`src/rtl/csdly_pkg.sv`:
```
package csdly_pkg;
  localparam int PRE_W = 2;
  localparam int SC_W = 4;
  localparam int NUM_KINDS = 3;
  localparam int CFG_W = 24;
  // largest odd prescaler needs PRE_W+1 bits, shifted by up to 2^SC_W
  localparam int CNT_W = PRE_W + 1 + (1 << SC_W);

  typedef enum logic [1:0] {
    KIND_LEAD  = 2'd0,
    KIND_TRAIL = 2'd1,
    KIND_GAP   = 2'd2
  } kind_e;

  typedef struct packed {
    logic  load;
    kind_e kind;
  } ctrl_t;

  // field positions are decoded by the neighbour that builds the timing word
  function automatic int preLsb(int k);
    return 22 - 2 * k;
  endfunction

  function automatic int scLsb(int k);
    return 12 - 4 * k;
  endfunction
endpackage

```
`src/rtl/csdly_ctrl.sv`:
```
module csdly_ctrl
  import csdly_pkg::*;
(
  input  logic       clk,
  input  logic       rstN,
  input  logic       startLead,
  input  logic       startTrail,
  input  logic       startGap,
  input  logic       expired,
  output ctrl_t      ctrl,
  output logic       busy,
  output logic       done,
  output logic [1:0] doneKind
);
  logic  anyStart;
  logic  accept;
  kind_e selKind;
  kind_e kindReg;

  assign anyStart = startLead | startTrail | startGap;
  assign accept = anyStart & ~busy;

  always_comb begin
    if (startLead)       selKind = KIND_LEAD;
    else if (startTrail) selKind = KIND_TRAIL;
    else                 selKind = KIND_GAP;
  end

  assign ctrl.load = accept;
  assign ctrl.kind = selKind;

  always_ff @(posedge clk) begin
    if (!rstN) begin
      busy    <= 1'b0;
      kindReg <= KIND_LEAD;
    end else if (accept) begin
      busy    <= 1'b1;
      kindReg <= selKind;
    end else if (busy && expired) begin
      busy <= 1'b0;
    end
  end

  assign done = busy & expired;
  assign doneKind = kindReg;

  // done lasts a single cycle
  p_done_single_r4: assert property (@(posedge clk) disable iff (!rstN)
    done |=> !done);
  // an accepted start makes the timer busy next cycle
  p_busy_after_start_r4: assert property (@(posedge clk) disable iff (!rstN)
    (anyStart && !busy) |=> busy);
  // never done in the first busy cycle (minimum pause of two)
  p_min_two_r5: assert property (@(posedge clk) disable iff (!rstN)
    $rose(busy) |-> !done);
  // tag of a running pause is not disturbed by new strobes
  p_tag_hold_r6: assert property (@(posedge clk) disable iff (!rstN)
    (busy && !done) |=> (busy && $stable(kindReg)));
  // timer falls idle right after done
  p_idle_after_done_r4: assert property (@(posedge clk) disable iff (!rstN)
    done |=> !busy);
endmodule

```
`src/rtl/csdly_datapath.sv`:
```
module csdly_datapath
  import csdly_pkg::*;
(
  input  logic             clk,
  input  logic             rstN,
  input  logic [CFG_W-1:0] timingWord,
  input  ctrl_t            ctrl,
  output logic             expired
);
  logic [PRE_W-1:0] preCode [NUM_KINDS];
  logic [SC_W-1:0]  scCode  [NUM_KINDS];
  logic [CNT_W-1:0] kindLen [NUM_KINDS];
  logic [CNT_W-1:0] loadVal;
  logic [CNT_W-1:0] count;

  for (genvar k = 0; k < NUM_KINDS; k++) begin : g_kind
    logic [PRE_W:0] oddPre;
    logic [SC_W:0]  shiftAmt;
    assign preCode[k] = timingWord[preLsb(k) +: PRE_W];
    assign scCode[k]  = timingWord[scLsb(k) +: SC_W];
    assign oddPre = {preCode[k], 1'b1};
    assign shiftAmt = {1'b0, scCode[k]} + {{SC_W{1'b0}}, 1'b1};
    assign kindLen[k] = CNT_W'(oddPre) << shiftAmt;
  end

  always_comb begin
    case (ctrl.kind)
      KIND_LEAD:  loadVal = kindLen[0] - CNT_W'(1);
      KIND_TRAIL: loadVal = kindLen[1] - CNT_W'(1);
      default:    loadVal = kindLen[2] - CNT_W'(1);
    endcase
  end

  always_ff @(posedge clk) begin
    if (!rstN)                count <= '0;
    else if (ctrl.load)       count <= loadVal;
    else if (count != '0)     count <= count - CNT_W'(1);
  end

  assign expired = (count == '0);

  // counter steps down by one each cycle until it expires
  p_count_step_r4: assert property (@(posedge clk) disable iff (!rstN)
    (!ctrl.load && count != '0) |=> (count == $past(count) - CNT_W'(1)));
  // every loaded count is at least one, giving two or more cycles
  p_load_min_r5: assert property (@(posedge clk) disable iff (!rstN)
    ctrl.load |=> (count != '0));
endmodule

```
`src/rtl/csdly_timer.sv`:
```
module csdly_timer
  import csdly_pkg::*;
(
  input  logic        clk,
  input  logic        rstN,
  input  logic [23:0] timingWord,
  input  logic        startLead,
  input  logic        startTrail,
  input  logic        startGap,
  output logic        busy,
  output logic        done,
  output logic [1:0]  doneKind
);
  ctrl_t ctrl;
  logic  expired;

  csdly_ctrl u_ctrl (
    .clk        (clk),
    .rstN       (rstN),
    .startLead  (startLead),
    .startTrail (startTrail),
    .startGap   (startGap),
    .expired    (expired),
    .ctrl       (ctrl),
    .busy       (busy),
    .done       (done),
    .doneKind   (doneKind)
  );

  csdly_datapath u_dp (
    .clk        (clk),
    .rstN       (rstN),
    .timingWord (timingWord),
    .ctrl       (ctrl),
    .expired    (expired)
  );
endmodule

```
`config.mk`:
```
export PLATFORM = sky130hd
export DESIGN_NAME = csdly_timer
export DESIGN_NICKNAME = d
export VERILOG_FILES = /design/src/rtl/csdly_pkg.sv /design/src/rtl/csdly_ctrl.sv /design/src/rtl/csdly_datapath.sv /design/src/rtl/csdly_timer.sv
export SDC_FILE = /design/constraint.sdc
export NUM_CORES = 1
export LEC_CHECK = 0
export BUFFER_PORTS_ARGS = -buffer_cell sky130_fd_sc_hd__buf_2
export CAP_MARGIN = 40
export CELL_PAD_IN_SITES_DETAIL_PLACEMENT = 1
export CELL_PAD_IN_SITES_GLOBAL_PLACEMENT = 2
export CORE_MARGIN = 10
export CORE_UTILIZATION = 34
export CTS_BUF_LIST = sky130_fd_sc_hd__clkbuf_16
export CTS_CLUSTER_DIAMETER = 120
export DETAILED_ROUTE_END_ITERATION = 8
export GPL_ROUTABILITY_DRIVEN = 0
export GPL_TIMING_DRIVEN = 0
export PLACE_DENSITY = 0.78
export SYNTH_ARGS = -nofsm -noshare
export SYNTH_HDL_FRONTEND = slang
export SYNTH_SLANG_ARGS = --single-unit
```
`constraint.sdc`:
```
create_clock -name clk -period 4.1 [get_ports clk]
set_input_delay 0.82 -clock clk [delete_from_list [all_inputs] [get_ports clk]]
set_output_delay 0.82 -clock clk [all_outputs]
set_load 0.005 [all_outputs]
```
Word-level counts from Yosys, hierarchy flattened
Cells that the tools add are included.
- input port bits: 29
- bits in latches: 0
- ROM bits: 0
- memory bits (writable): 0
- register bits after elaboration: 22
- memories kept: 0
- output and inout port bits: 4
- multiply operators: 0
- divide/modulo/power cells: 0
- magnitude comparators: 0
- bitwise gates (word level): 5
- reductions and logical operators: 6
- shift operators: 3
- equality and inequality tests: 1
- add/sub/neg operators: 7
- multiplexer cells: 7
- operators by type and width (cell ; count):
    subtractor 19 x 1 -> 19 bit (second input constant) ; 4
    << shifter 3 x 5 -> 19 bit ; 3
    2-to-1 mux 19 bit ; 2
    one-hot mux 19 bit (2 select lines) ; 1
    logical NOT 19 bit ; 1
    nonzero test 19 bit ; 1
    adder 4 x 1 -> 5 bit (second input constant) ; 3
    2-to-1 mux 2 bit ; 2
    nonzero test 2 bit ; 2
    bitwise AND 1 bit ; 2
    equality test 2 x 1 -> 1 bit (second input constant) ; 1
    logical NOT 2 bit ; 1
    2-to-1 mux 1 bit ; 2
    bitwise OR 1 bit ; 2
    logical AND 1 bit ; 1
    NOT 1 bit ; 1

Longest topological paths before layout
- depth after elaboration: 5
- depth in mapped cells: 11
- mapped depth without buffers: 10

Modules after synthesis
Synthesis repeated with hierarchy kept, for this count alone.
- cell total of the unflattened synthesis: 362
- area, all modules: 2695.1 um^2
- modules (own cells, without submodules) (module ; cells an instance ; instances ; area an instance (um^2)):
    csdly_datapath ; 346 ; 1 ; 2544.9
    csdly_ctrl ; 16 ; 1 ; 150.1

Least setup slack after synthesis
Ideal clock, no wire load.
- path kind: input-to-reg
- start point: input timingWord[4]
- end point: register u_dp.count[16]
- slack: 0.496 ns
- buffers on the path: 1
- data arrival time: 3.481 ns
- data required time: 3.977 ns
- stages: 10
- library setup time: 0.123 ns
- cells stage by stage: ha_1 > clkbuf_1 > nor2_1 > a2bb2oi_1 > nor3_1 > o32ai_1 > nand3_1 > or3_1 > or4_1 > mux2_1
- cells in the longest elaborated chain, start to end: 5
- ends and longest elaborated chain (item ; line ; text):
    from (decl) ; csdly_timer.sv:6 ; input logic [23:0] timingWord,
    adder 4 x 1 -> 5 bit ; csdly_datapath.sv:22 ; assign shiftAmt = {1'b0, scCode[k]} + {{SC_W{1'b0}}, 1'b1};
    << shifter 3 x 5 -> 19 bit ; csdly_datapath.sv:23 ; assign kindLen[k] = CNT_W'(oddPre) << shiftAmt;
    subtractor 19 x 1 -> 19 bit ; csdly_datapath.sv:30 ; default: loadVal = kindLen[2] - CNT_W'(1);
    one-hot mux 19 bit (2 select lines) ; csdly_datapath.sv:27 ; case (ctrl.kind)
    2-to-1 mux 19 bit ; csdly_datapath.sv:36 ; else if (ctrl.load) count <= loadVal;
    to (signal assigned) ; csdly_datapath.sv:36 ;
    to (signal assigned) ; csdly_datapath.sv:37 ; else if (count != '0) count <= count - CNT_W'(1);
    to (decl) ; csdly_datapath.sv:14 ; logic [CNT_W-1:0] count;
No other way between the ends.
A chain may end at the register's enable or synchronous reset.

Worst setup path after layout
- start point: input timingWord[13]
- end point: register u_dp.count[16]
- cells in the longest elaborated chain, start to end: 5
- ends and longest elaborated chain (item ; line ; text):
    adder 4 x 1 -> 5 bit ; csdly_datapath.sv:22 ;
    << shifter 3 x 5 -> 19 bit ; csdly_datapath.sv:23 ;
    subtractor 19 x 1 -> 19 bit ; csdly_datapath.sv:28 ; KIND_LEAD: loadVal = kindLen[0] - CNT_W'(1);
    one-hot mux 19 bit (2 select lines) ; csdly_datapath.sv:27 ;
    2-to-1 mux 19 bit ; csdly_datapath.sv:36 ;
No other way between the ends.

==> results by stage <==
Cells and area:
- In the final layout, the share of cells above drive strength 1 is 21.8%.
- The share of the core filled with cells in the final layout is 39.9%.
- The cell area after layout is 3050 µm².
- For this run, the post-layout net count is 417.
- The area growth from synthesis to layout is 15.0%.
- 0 antenna diodes ended up in the layout.

Logic synthesis:
- In this run, synthesis inferred 0 flip-flops with an integrated enable.
- Summed over all instances, the cell type with the most area after synthesis is dfxtp_1.
- After synthesis, the netlist uses 77 different library cells.
- The net count of the mapped netlist is 383.
- In the synthesized netlist the dominant register cell turns out to be dfxtp_1.
- The top cell type's share of synthesized area is 16.6%.
- The post-synthesis instance area is 2650 µm².
- Synthesis handed over a netlist of 347 instances.
- By area, the combinational part of the netlist is dominated by simple AND/OR/NAND/NOR gates.
- The adder and majority gate portion of the synthesized area is 3.30%.
- Summing the areas of all compound-gate instances in the mapped netlist gives 27.4% of the synthesized area.
- The synthesized netlist devotes 5.85% of its cell area to XOR and XNOR gates.
- The proportion of synthesized flip-flops having asynchronous set or reset is 0%.
- Multiplexer cells account for 3.30% of the synthesized area.
- Sequential elements use 16.6% of the synthesized area.
- During synthesis, Yosys emitted a total of 0 warnings.
- In this run the mean area of a mapped cell was 7.64 µm².
- The synthesized design contains 22 register bits.
- Yosys attributes the largest share of cell area to dfxtp_1 17%, nor4_1 4.7%, nand2_1 4.2%.
- After Yosys synthesis, and, or, nand and nor cells account for 37.8% of the synthesized area.

Die:
- The placeable core region is 7650 µm².
- The die boundary height is 108 µm.
- The initial utilization of the core area, before any placement, comes to 34.7%.
- The die covers 11700 µm².
- The floorplan step set the die width to 108 µm.
- The count of standard-cell rows is 32.
- 33 I/O pins were placed.

Worst setup path:
- The number of cells on the worst reg-to-reg path is 10.
- The reg2reg setup slack is 0.74 ns.
- The endpoint identified for the worst register-to-register timing path is u_dp.count[16]$_SDFFE_PN0P_.
- The endpoint required time on the critical path is 4.24 ns.
- The critical path goes through buf_2 -> ha_1 -> buf_2 -> and3b_1 -> mux2i_2 -> nor2_1 -> o32ai_2 -> ha_1 -> nand3_1 -> or3_1 -> or4_1 -> mux2_1.
- The longest individual stage delay on the worst path is 0.56 ns.
- The largest fanout on the critical path is 10.
- The type of element launching the critical path is a primary input.
- Counting both buffers and inverters, the worst setup path holds a total of 2.
- The worst register-to-register path begins at u_ctrl.busy$_SDFFE_PN0P_.
- The nature of the critical path endpoint is a flip-flop.
- The data arrival time of the critical path is 4.10 ns.
- The family with the most delay on the worst path is simple AND/OR/NAND/NOR gates.
- The slowest library cell on the worst path is or4_1.
- The critical path class is primary input to flip-flop.

Global route:
- The total overflow reported by the global router is 0.
- Global routing consumed, on the met1 layer, 22.1% of the routing resources.
- The layer carrying the most global-route usage is met2.
- Entering global routing, the biggest net connects 13 pins.
- The via count of the first global-routing pass came to 2824.
- The first-pass GRT wire length is 15400 µm.
- The met2 track utilization from global routing is 26.7%.
- The met3 demand-to-capacity share in global routing is 2.08%.
- In the global route stage, overall resource usage came out at 16.1%.
- The number of antenna violations at the first check in global routing is 0.

Place:
- In this run the tool buffered the top-level ports with 26 buffer cells.
- Timing analysis after detailed placement gives a worst setup slack of -0.143 ns.
- The wire-length estimate of the detail-placed layout is 7820 µm.
- The cell area reported after detailed placement is 2920 µm².

Route:
- The total wire length after detailed routing is 9540 µm.
- For this block, the via count after detailed routing is 2848.
- After detailed routing, the average wire length per cell comes to 19.8 µm.
- The residual antenna-violating net count after detailed routing is 0.
- The number of remaining DRC errors is 0.
- In the routed layout, each cell is associated on average with a via count of 5.91.
- The violation count after the first detailed-routing iteration is 124.
- For this run, the detailed router's first-pass iteration total came to 4.

STA:
- The number of hold-slack violations in the final timing report is 0.
- Across the routed clock network, the largest skew measured is 0.00346 ns.
- The share of the cycle needed by the critical path after routing is 96.5%.
- The fmax is 253 MHz.
- Subtracting the final worst setup slack from the clock period gives 3.96 ns.
- The number of slew-limit violations in the final report is 0.
- The worst slew slack as a fraction of its limit is 44.5%.
- Final hold analysis gives a worst-case slack of 0.490 ns.
- Setup slack closes at 0.142 ns.
- Setup violations remaining at the end of the flow were counted as 0.
- For the pin with the worst max-slew slack, the measured transition is 0.826 ns.

Clocking:
- In this run the clock root is driven by a clkbuf_16.
- For the worst-skew pair, the clock arrives at the later sink with an insertion delay of 0.25 ns.
- The clock slew at the register clock pins of the worst setup and hold paths is 0.06 ns.
- TritonCTS built the clock tree.
- The number of buffers created by CTS is 3.
- The number of H-tree branching levels is 1.
- The CTS sink count is 22.
- The longest clock path from root to sink contains 2 buffers.

Flow run:
- The tool flagged a number of max-cap violations equal to 0.

Min path:
- The instance count along the most critical hold path is 2.
- In this run the worst hold path is classified as flip-flop to flip-flop.
- The sink of the worst hold path is u_ctrl.doneKind[1]$_SDFFE_PN0P_.
- The startpoint identified for the worst hold timing path is u_ctrl.doneKind[1]$_SDFFE_PN0P_.

Pwr:
- The design draws 0.886 mW.
- The cell leakage power is 1.08 nW.
- The peak ir drop on the vdd network is 0.000150 V.
- The power density over cell area is 291 nW/µm².

Run status:
- The flow ran to the end, and the final reports show no timing, DRC or antenna violations.
==> how the worst max path moves through the flow <==
stage | from | to | slack, ns | cells after the start
6_report | timingWord[13] | u_dp.count[16]$_SDFFE_PN0P_ | 0.14 | 12
5_1_grt | timingWord[13] | u_dp.count[16]$_SDFFE_PN0P_ | -0.009 | 12
4_1_cts | timingWord[4] | u_dp.count[16]$_SDFFE_PN0P_ | 0.11 | 11
3_5_place_dp | timingWord[4] | u_dp.count[16]$_SDFFE_PN0P_ | -0.14 | 11
3_3_place_gp | timingWord[13] | u_dp.count[16]$_SDFFE_PN0P_ | -0.08 | 12
2_1_floorplan | timingWord[4] | u_dp.count[16]$_SDFFE_PN0P_ | 0.50 | 10
==> registers in the layout, indices dropped and copies added, names as in the netlist <==
name and cells:
u_ctrl.busy 1, u_ctrl.doneKind 2, u_dp.count 19
==> repair_timing <==
item	in CTS	in global routing
resized for setup	0	8
buffers inserted	0	1
hold buffers	0	0
setup endpoints to repair	0	3
==> power by group <==
group	internal, mW	switching (mW)
registers	0.243	0.0219
clock network	0.130	0.0762
logic	0.157	0.258
==> layout by cell type, fill, tap and decap left out, types with 3 or more instances in the layout <==
cell type	instances
nor2b_1	5
or4_1	3
nand4_1	5
o22ai_1	3
o32ai_1	3
nand3_1	18
clkbuf_8	4
and2_1	6
dfxtp_1	22
o41ai_2	3
clkbuf_16	3
nor2_1	26
inv_1	8
o21ai_1	3
buf_4	5
xnor2_1	8
clkbuf_1	3
buf_2	29
nand2_1	30
a211oi_1	8
a21o_1	3
nor4_1	20
nand2b_1	6
o32ai_2	5
o21a_1	3
nor3b_1	4
o31ai_1	8
a21oi_1	18
and3_1	3
a31oi_1	7
o21ai_0	12
mux2_2	3
nor3_1	21
ha_1	6
or3_1	8
==> synth_stat cells, types with 3 or more instances <==
master / n
nor2_1: 26
nor2b_1: 5
dfxtp_1: 22
o31ai_1: 8
buf_2: 3
buf_4: 3
or4_1: 3
a31oi_1: 7
and2_1: 6
a21o_1: 3
or3_1: 8
and3_1: 3
clkbuf_8: 4
nand3_1: 18
nand2b_1: 6
o21a_1: 3
ha_1: 7
nand4_1: 5
o21ai_1: 3
xor2_2: 3
nor3b_1: 4
inv_1: 8
nor4_1: 20
a21oi_1: 18
mux2_2: 3
nor3_1: 21
o22ai_1: 3
o32ai_2: 4
xnor2_1: 8
o32ai_1: 4
nand2_1: 30
a211oi_1: 8
clkbuf_1: 3
o21ai_0: 13
==> layout make-up <==
cell class              instances  area (µm²)
plain buffers                  15         120
clock buffers                   3        75.1
clock inverters                 1        3.75
fillers                       955        4600
inverters                       8        30.0
multi-input cells             302        2100
flip-flops and latches         22         440
well taps                     102         128
repair buffers                 29         149
==> cells by family (layout without fill, tap and decap cells) <==
logic type | count (synthesis) | after routing
AO/OA/AOI/OAI | 96 | 96
XOR/XNOR | 13 | 13
adder cells (fa/ha/maj) | 7 | 7
buffers and inverters | 23 | 56
flip-flops | 22 | 22
multiplexers | 7 | 7
AND/OR/NAND/NOR | 179 | 179
==> worst reg2reg max path, cell delays in order (launching register included) <==
cell and delay, ns:
dfxtp_1 0.34, inv_1 0.12, o21a_1 0.34, clkbuf_8 0.26
o31ai_1 0.10, o32ai_2 0.35, ha_1 0.25, nand3_1 0.16
or3_1 0.43, or4_1 0.56, mux2_1 0.32
==> stage by stage <==
| stage | std cells | setup TNS, ns |
|---|---|---|
| after floorplan | 347 | 0 |
| after global placement | 475 | -0.161 |
| after detailed placement | 477 | -0.143 |
| after CTS | 481 | 0 |
| after global routing | 482 | -0.00877 |
| final | 482 | 0 |
==> per-layer routing <==
layer | share of wire (%) | routed length [µm]
met1 | 48 | 4560
met2 | 46 | 4420
met3 | 4.9 | 472
met4 | 0.89 | 85
met5 | 0 | 0
(Power assumes the default switching activity.)
